File: src/rtl/fifo_irq_pkg.sv
package fifo_irq_pkg;

  typedef enum logic [1:0] {
    ADDR_FCTL = 2'd0,
    ADDR_FSTA = 2'd1,
    ADDR_IEN  = 2'd2,
    ADDR_ISTA = 2'd3
  } reg_addr_e;

  localparam int WORD_W      = 32;
  localparam int TRIG_W      = 8;
  localparam int RXTRIG_LSB  = 0;
  localparam int RXFLUSH_BIT = 15;
  localparam int TXTRIG_LSB  = 16;
  localparam int TXFLUSH_BIT = 31;
  localparam int RXCNT_LSB   = 0;
  localparam int TXCNT_LSB   = 16;

  // interrupt source index; register bit = 4 * index
  localparam int EV_RXRDY = 0;
  localparam int EV_TXREQ = 1;
  localparam int EV_RXOVF = 2;
  localparam int EV_DONE  = 3;
  localparam int NUM_EV   = 4;
  localparam int EV_STRIDE = 4;

  function automatic logic [WORD_W-1:0] ev_to_word(input logic [NUM_EV-1:0] ev);
    logic [WORD_W-1:0] w;
    w = '0;
    for (int i = 0; i < NUM_EV; i++) w[EV_STRIDE*i] = ev[i];
    return w;
  endfunction

  function automatic logic [NUM_EV-1:0] word_to_ev(input logic [WORD_W-1:0] w);
    logic [NUM_EV-1:0] ev;
    for (int i = 0; i < NUM_EV; i++) ev[i] = w[EV_STRIDE*i];
    return ev;
  endfunction

endpackage

File: src/rtl/byte_fifo.sv
module byte_fifo #(
  parameter int DEPTH = 64,
  parameter int DW    = 8,
  localparam int AW   = $clog2(DEPTH),
  localparam int CW   = AW + 1
) (
  input  logic          clk,
  input  logic          rst_n,
  input  logic          flush,
  input  logic          push,
  input  logic [DW-1:0] wdata,
  input  logic          pop,
  output logic [DW-1:0] rdata,
  output logic [CW-1:0] count,
  output logic          full,
  output logic          empty
);

  logic [DW-1:0] mem_q [DEPTH];
  logic [AW-1:0] wr_ptr_q, wr_ptr_d;
  logic [AW-1:0] rd_ptr_q, rd_ptr_d;
  logic [CW-1:0] cnt_q, cnt_d;
  logic          push_ok, pop_ok;

  assign full    = (cnt_q == CW'(DEPTH));
  assign empty   = (cnt_q == '0);
  assign push_ok = push & ~full;
  assign pop_ok  = pop & ~empty;
  assign count   = cnt_q;
  assign rdata   = mem_q[rd_ptr_q];

  always_comb begin
    wr_ptr_d = wr_ptr_q;
    rd_ptr_d = rd_ptr_q;
    cnt_d    = cnt_q;
    if (flush) begin
      wr_ptr_d = '0;
      rd_ptr_d = '0;
      cnt_d    = '0;
    end else begin
      if (push_ok) wr_ptr_d = wr_ptr_q + AW'(1);
      if (pop_ok)  rd_ptr_d = rd_ptr_q + AW'(1);
      cnt_d = cnt_q + CW'(push_ok) - CW'(pop_ok);
    end
  end

  always_ff @(posedge clk or negedge rst_n) begin
    if (!rst_n) begin
      wr_ptr_q <= '0;
      rd_ptr_q <= '0;
      cnt_q    <= '0;
    end else begin
      wr_ptr_q <= wr_ptr_d;
      rd_ptr_q <= rd_ptr_d;
      cnt_q    <= cnt_d;
    end
  end

  // storage array: write enable only, no reset
  always_ff @(posedge clk) begin
    if (push_ok && !flush) mem_q[wr_ptr_q] <= wdata;
  end

  assert_count_bound_R3: assert property (@(posedge clk) disable iff (!rst_n)
    count <= CW'(DEPTH));

  assert_drop_when_full_R3: assert property (@(posedge clk) disable iff (!rst_n)
    (full && push && !pop && !flush) |=> (count == CW'(DEPTH)));

  assert_flush_empties_R5: assert property (@(posedge clk) disable iff (!rst_n)
    flush |=> empty);

endmodule

File: src/rtl/fifo_regs.sv
module fifo_regs
  import fifo_irq_pkg::*;
#(
  parameter int DEPTH = 64
) (
  input  logic              clk,
  input  logic              rst_n,
  input  logic              wr,
  input  logic [1:0]        addr,
  input  logic [WORD_W-1:0] wdata,
  output logic [TRIG_W-1:0] rx_trig,
  output logic [TRIG_W-1:0] tx_trig,
  output logic [NUM_EV-1:0] ien,
  output logic              rx_flush,
  output logic              tx_flush,
  output logic [NUM_EV-1:0] sta_clr
);

  localparam logic [TRIG_W-1:0] TRIG_RST = TRIG_W'(DEPTH / 4 * 3);

  logic [TRIG_W-1:0] rx_trig_q, rx_trig_d;
  logic [TRIG_W-1:0] tx_trig_q, tx_trig_d;
  logic [NUM_EV-1:0] ien_q, ien_d;
  logic              fctl_en, ien_en, ista_en;

  assign fctl_en = wr && (addr == ADDR_FCTL);
  assign ien_en  = wr && (addr == ADDR_IEN);
  assign ista_en = wr && (addr == ADDR_ISTA);

  always_comb begin
    rx_trig_d = rx_trig_q;
    tx_trig_d = tx_trig_q;
    ien_d     = ien_q;
    if (fctl_en) begin
      rx_trig_d = wdata[RXTRIG_LSB +: TRIG_W];
      tx_trig_d = wdata[TXTRIG_LSB +: TRIG_W];
    end
    if (ien_en) ien_d = word_to_ev(wdata);
  end

  always_ff @(posedge clk or negedge rst_n) begin
    if (!rst_n) begin
      rx_trig_q <= TRIG_RST;
      tx_trig_q <= TRIG_RST;
      ien_q     <= '0;
    end else begin
      rx_trig_q <= rx_trig_d;
      tx_trig_q <= tx_trig_d;
      ien_q     <= ien_d;
    end
  end

  assign rx_trig  = rx_trig_q;
  assign tx_trig  = tx_trig_q;
  assign ien      = ien_q;
  assign rx_flush = fctl_en && wdata[RXFLUSH_BIT];
  assign tx_flush = fctl_en && wdata[TXFLUSH_BIT];
  assign sta_clr  = ista_en ? word_to_ev(wdata) : '0;

endmodule

File: src/rtl/irq_status.sv
module irq_status
  import fifo_irq_pkg::*;
#(
  parameter int CW = 7
) (
  input  logic              clk,
  input  logic              rst_n,
  input  logic [CW-1:0]     rx_count,
  input  logic [CW-1:0]     tx_count,
  input  logic [TRIG_W-1:0] rx_trig,
  input  logic [TRIG_W-1:0] tx_trig,
  input  logic              rx_push,
  input  logic              rx_full,
  input  logic              xfer_done,
  input  logic [NUM_EV-1:0] clr,
  input  logic [NUM_EV-1:0] ien,
  output logic [NUM_EV-1:0] sta,
  output logic              irq
);

  localparam int CMP_W = ((CW > TRIG_W) ? CW : TRIG_W) + 1;

  logic [NUM_EV-1:0] cond;
  logic [NUM_EV-1:0] sta_q, sta_d;

  assign cond[EV_RXRDY] = CMP_W'(rx_count) >= CMP_W'(rx_trig);
  assign cond[EV_TXREQ] = CMP_W'(tx_count) <= CMP_W'(tx_trig);
  assign cond[EV_RXOVF] = rx_push & rx_full;
  assign cond[EV_DONE]  = xfer_done;

  // level sources: a clear wins and the flag re-arms next edge
  // pulse sources: a new event wins so it is never lost
  for (genvar i = 0; i < NUM_EV; i++) begin : g_src
    if (i == EV_RXRDY || i == EV_TXREQ) begin : g_level
      always_comb sta_d[i] = clr[i] ? 1'b0 : (sta_q[i] | cond[i]);
    end else begin : g_pulse
      always_comb sta_d[i] = (sta_q[i] & ~clr[i]) | cond[i];
    end
  end

  always_ff @(posedge clk or negedge rst_n) begin
    if (!rst_n) sta_q <= '0;
    else        sta_q <= sta_d;
  end

  assign sta = sta_q;
  assign irq = |(sta_q & ien);

  assert_rxrdy_sets_R6: assert property (@(posedge clk) disable iff (!rst_n)
    (CMP_W'(rx_count) >= CMP_W'(rx_trig) && !clr[EV_RXRDY]) |=> sta[EV_RXRDY]);

  assert_txreq_sets_R7: assert property (@(posedge clk) disable iff (!rst_n)
    (CMP_W'(tx_count) <= CMP_W'(tx_trig) && !clr[EV_TXREQ]) |=> sta[EV_TXREQ]);

  assert_overflow_sets_R8: assert property (@(posedge clk) disable iff (!rst_n)
    (rx_push && rx_full) |=> sta[EV_RXOVF]);

  assert_done_sets_R9: assert property (@(posedge clk) disable iff (!rst_n)
    xfer_done |=> sta[EV_DONE]);

  assert_level_clear_R10: assert property (@(posedge clk) disable iff (!rst_n)
    clr[EV_RXRDY] |=> !sta[EV_RXRDY]);

  assert_masked_quiet_R12: assert property (@(posedge clk) disable iff (!rst_n)
    (ien == '0) |-> !irq);

endmodule

File: src/rtl/fifo_pair_irq.sv
module fifo_pair_irq
  import fifo_irq_pkg::*;
#(
  parameter int DEPTH = 64,
  localparam int CW   = $clog2(DEPTH) + 1
) (
  input  logic        clk,
  input  logic        rst_n,
  input  logic        reg_wr,
  input  logic [1:0]  reg_addr,
  input  logic [31:0] reg_wdata,
  output logic [31:0] reg_rdata,
  input  logic        host_tx_push,
  input  logic [7:0]  host_tx_data,
  input  logic        host_rx_pop,
  output logic [7:0]  host_rx_data,
  input  logic        sh_tx_pop,
  output logic [7:0]  sh_tx_data,
  output logic        sh_tx_empty,
  input  logic        sh_rx_push,
  input  logic [7:0]  sh_rx_data,
  output logic        sh_rx_full,
  input  logic        xfer_done,
  output logic        irq
);

  // reset: asserted asynchronously, released on a clock edge
  logic [1:0] rst_sync_q;
  logic       rst_ni;

  always_ff @(posedge clk or negedge rst_n) begin
    if (!rst_n) rst_sync_q <= '0;
    else        rst_sync_q <= {rst_sync_q[0], 1'b1};
  end
  assign rst_ni = rst_sync_q[1];

  logic [TRIG_W-1:0] rx_trig, tx_trig;
  logic [NUM_EV-1:0] ien, sta, sta_clr;
  logic              rx_flush, tx_flush;
  logic [CW-1:0]     rx_cnt, tx_cnt;
  logic              tx_full, rx_empty;

  fifo_regs #(.DEPTH(DEPTH)) i_regs (
    .clk      (clk),
    .rst_n    (rst_ni),
    .wr       (reg_wr),
    .addr     (reg_addr),
    .wdata    (reg_wdata),
    .rx_trig  (rx_trig),
    .tx_trig  (tx_trig),
    .ien      (ien),
    .rx_flush (rx_flush),
    .tx_flush (tx_flush),
    .sta_clr  (sta_clr)
  );

  byte_fifo #(.DEPTH(DEPTH), .DW(8)) i_tx_fifo (
    .clk   (clk),
    .rst_n (rst_ni),
    .flush (tx_flush),
    .push  (host_tx_push),
    .wdata (host_tx_data),
    .pop   (sh_tx_pop),
    .rdata (sh_tx_data),
    .count (tx_cnt),
    .full  (tx_full),
    .empty (sh_tx_empty)
  );

  byte_fifo #(.DEPTH(DEPTH), .DW(8)) i_rx_fifo (
    .clk   (clk),
    .rst_n (rst_ni),
    .flush (rx_flush),
    .push  (sh_rx_push),
    .wdata (sh_rx_data),
    .pop   (host_rx_pop),
    .rdata (host_rx_data),
    .count (rx_cnt),
    .full  (sh_rx_full),
    .empty (rx_empty)
  );

  irq_status #(.CW(CW)) i_irq (
    .clk       (clk),
    .rst_n     (rst_ni),
    .rx_count  (rx_cnt),
    .tx_count  (tx_cnt),
    .rx_trig   (rx_trig),
    .tx_trig   (tx_trig),
    .rx_push   (sh_rx_push),
    .rx_full   (sh_rx_full),
    .xfer_done (xfer_done),
    .clr       (sta_clr),
    .ien       (ien),
    .sta       (sta),
    .irq       (irq)
  );

  always_comb begin
    reg_rdata = '0;
    unique case (reg_addr)
      ADDR_FCTL: begin
        reg_rdata[RXTRIG_LSB +: TRIG_W] = rx_trig;
        reg_rdata[TXTRIG_LSB +: TRIG_W] = tx_trig;
      end
      ADDR_FSTA: begin
        reg_rdata[RXCNT_LSB +: CW] = rx_cnt;
        reg_rdata[TXCNT_LSB +: CW] = tx_cnt;
      end
      ADDR_IEN:  reg_rdata = ev_to_word(ien);
      ADDR_ISTA: reg_rdata = ev_to_word(sta);
      default:   reg_rdata = '0;
    endcase
  end

  assert_full_empty_excl_R3: assert property (@(posedge clk) disable iff (!rst_ni)
    !(tx_full && sh_tx_empty) && !(sh_rx_full && rx_empty));

endmodule

File: config.mk
export PLATFORM = sky130hd
export DESIGN_NAME = fifo_pair_irq
export DESIGN_NICKNAME = d
export VERILOG_FILES = /design/src/rtl/fifo_irq_pkg.sv /design/src/rtl/byte_fifo.sv /design/src/rtl/fifo_regs.sv /design/src/rtl/irq_status.sv /design/src/rtl/fifo_pair_irq.sv
export SDC_FILE = /design/constraint.sdc
export NUM_CORES = 1
export LEC_CHECK = 0
export ABC_AREA = 1
export BUFFER_PORTS_ARGS = -buffer_cell sky130_fd_sc_hd__buf_2
export CORE_AREA = 2 2 327 329
export DETAILED_ROUTE_END_ITERATION = 16
export DIE_AREA = 0 0 329 331
export PLACE_DENSITY = 0.6
export SLEW_MARGIN = 30
export SYNTH_ARGS = -nofsm -noshare
export SYNTH_HDL_FRONTEND = slang
export SYNTH_SLANG_ARGS = --single-unit
File: constraint.sdc
create_clock -name clk -period 2.05 [get_ports clk]
set_input_delay 0.3075 -clock clk [delete_from_list [all_inputs] [get_ports clk]]
set_output_delay 0.3075 -clock clk [all_outputs]
set_load 0.02 [all_outputs]
==> metrics.txt <==
async set-reset flop share out of synthesis=5.88%; Gate Count Post-Synth=4469; Setup WS post-layout=-937 ps; Initial DRT Pass Iterations=6; largest cells by area after synthesis=edfxtp_1 (65%), nand2_1 (12%), nand3_1 (6.1%), inv_1 (3.4%), dfrtp_1 (3.2%); multi-input logic area=13800 um2; Die ar.=109000 um2; failing checks=setup timing; Clock Skew=26.3 ps; largest area contributor in the netlist=edfxtp_1; fill count=8697; required time of the critical path=1740 ps; R2R Setup Slk=-360 ps; initial antenna violation count=0; Slew headroom=approximately 53%; VDD IR max=between 1 and 1.5 mV; ys flop type=edfxtp_1; R2R cell count=17; GRT Total Usage=23.3%; kind of critical path=flip-flop to primary output; leakage=about 0.024 uW; maximum capacitance violations=0; mean number of vias per cell=5.18; reg2reg end=i_tx_fifo.count[6]$_DFF_PN0_; status=complete, but fails checks; CTS tree=done; commonest non-fill, non-tap cell in the layout=nand2_1; Fmax=about 330 MHz; routability cong.=0.889; syn_area_per_cell=10.5 um2; min Tclk post-route=~3000 ps; total negative slack=-56610 ps; Worst-path clk slew=around 60 ps; Num CTS Buffers=115; FF+latch area=around 32000 um2; CP endpoint=host_rx_data[7]; Tightest Hold Check Type=input port to flip-flop; vias in the first global route=32400; CTS Buffer Depth=3; Worst EP arrival=2680 ps; RSZ-0062 raised after global routing=true; DP HPWL=77800 um; drt wl/cell=between 20 and 25 um; CORE AREA=about 100000 um2; maximum fanout along the worst path=8; Hold Vio Cnt, Final=0; Tightest Pin Transition=697 ps; Antenna diodes=0; die width=about 330 um; post-route ant nets=0; Port Buf Inserts=82; kind of start point of the critical path=flip-flop; Hold Startpoint=host_tx_data[4]; Final Setup Violations=669; row count=119; DRC Markers=0; final core utilization=57.3%; sequential share of the synthesized area=68.7%; Post-layout nets=about 5000; WHS=91.4 ps; Routed WL=131000 um; Clock Latency Late Sink=between 700 and 800 ps; first-pass GRT wire length=192000 um; Post-synth EDFFs=1024; fin crit share=146%; Vias=approximately 33000; synth warn=0; Netlist cell types=41; root buffer cell=clkbuf_16; H-tree depth=3; most frequent cells in the layout=nand2_1 (1395), edfxtp_1 (1024), nand3_1 (441); Worst setup EP type=primary output; total gr overflow=0; Synth Register Bits=approximately 1100; die height=roughly 330 um; area share of the largest cell type after synthesis=65.3%; DRT iter0 DRCs=2818; number of clock sinks=around 1100; r2r startpoint=i_tx_fifo.count[3]$_DFF_PN0_; Post-Syn Area=approximately 47000 um2; Power Dens Cells=1230 nW/um2; num ports=109; Max Slew Vio Count=0; Pwr Total=74200 uW; Starting Density=between 40% and 50%; largest net degree at the start of global routing=65; share of layout cells above drive strength 1=23.5%; CP startpoint=i_rx_fifo.rd_ptr_q[0]$_DFFE_PN0P_; Layout Area Growth over Synthesis=27.7%
## synth_stat cells, types with 2 or more instances
cell type,count
nand2_1,1476
buf_6,2
ha_1,36
a21oi_1,85
buf_4,18
nand4_1,8
xnor2_1,2
dfrtp_1,60
or2_2,4
nand2_2,2
o21ai_0,85
xor2_1,8
a31oi_1,2
edfxtp_1,1024
buf_2,114
o22ai_1,18
nand3_1,576
o211ai_1,48
nor3_1,18
o21bai_1,5
conb_1,2
dfstp_2,4
inv_2,6
nand4_2,3
nor2_1,313
buf_1,22
clkbuf_1,76
fa_1,2
inv_1,427
clkinv_1,8
nand4_4,5
## per-layer routing
metal	track usage [%]	vias to the layer above	share of wire (%)	routed length [um]
met2	40.9	1013	51	66800
met4	8.64	0	3.5	4620
met1	29.4	16200	40	52400
li1	-	16000	-	-
met3	3.29	253	5.4	7120
met5	0	-	0	0
## per-stage QoR
step / cells / setup WS (ps) / cell area (um2)
after CTS: 6417 / -989 / 57900
after detailed placement: 6134 / -323 / 52500
after floorplan: 4482 / -273 / 47400
after global routing: 6458 / -1030 / 60100
final: 6458 / -937 / 60100
after global placement: 6134 / -320 / 52500
## state kept, by name, indices dropped and copies added (netlist names), 7 cells and up
name,cells
i_rx_fifo.mem_q,512
i_rx_fifo.count,7
i_tx_fifo.mem_q,512
i_regs.tx_trig,8
i_regs.rx_trig,8
i_tx_fifo.count,7
## power breakdown
group / internal, uW / switching, uW / leakage, uW
registers: 25200 / 509 / 0.00998
clock network: 11800 / 8680 / 0.00180
logic: 10700 / 17200 / 0.0124
## critical path, stage by stage, from the launching register on
cell,delay (ps)
dfrtp_4,450
buf_12,190
clkinv_16,120
buf_16,170
buf_12,130
o21ai_1,190
nand3_1,160
nand3_4,140
nand2_2,60
nand3_2,90
nand2_2,110
buf_6,140
## worst min-delay path by stage
stage,endpoint,slack (ps),cells after the start
4_1_cts,i_tx_fifo.mem_q[9][4]$_DFFE_PP_,30,1
6_report,i_tx_fifo.mem_q[6][4]$_DFFE_PP_,90,1
2_1_floorplan,rst_sync_q[0]$_DFF_PN0_,10,0
5_1_grt,i_tx_fifo.mem_q[26][4]$_DFFE_PP_,60,1
3_3_place_gp,rst_sync_q[0]$_DFF_PN0_,90,1
3_5_place_dp,rst_sync_q[0]$_DFF_PN0_,100,1
## area by class of cell
class / instances / share of cell area (%)
flip-flops and latches: 1088 / 53.9
clock buffers: 138 / 4.98
repair buffers: 598 / 11.2
well taps: 1391 / 2.90
multi-input cells: 2722 / 23.0
clock inverters: 78 / 1.18
repair inverters: 2 / 0.0687
inverters: 441 / 2.84
## what timing repair did
action / CTS / global route
pin swaps: 28 / 157
buffers inserted: 31 / 19
hold buffers: 25 / 0
resized for setup: 211 / 377
endpoints found under the hold margin: 27 / 0
cloned: 12 / 27
endpoints found under the setup margin: 691 / 829
## kinds of logic after synthesis
family | share of synthesized area (%)
AO/OA/AOI/OAI | 2.98
XOR/XNOR | 0.186
adder cells (fa/ha/maj) | 1.04
buffers and inverters | 5.84
flip-flops | 68.7
other | 0.0159
AND/OR/NAND/NOR | 21.2
No activity file was read; power rests on OpenSTA's default activity.
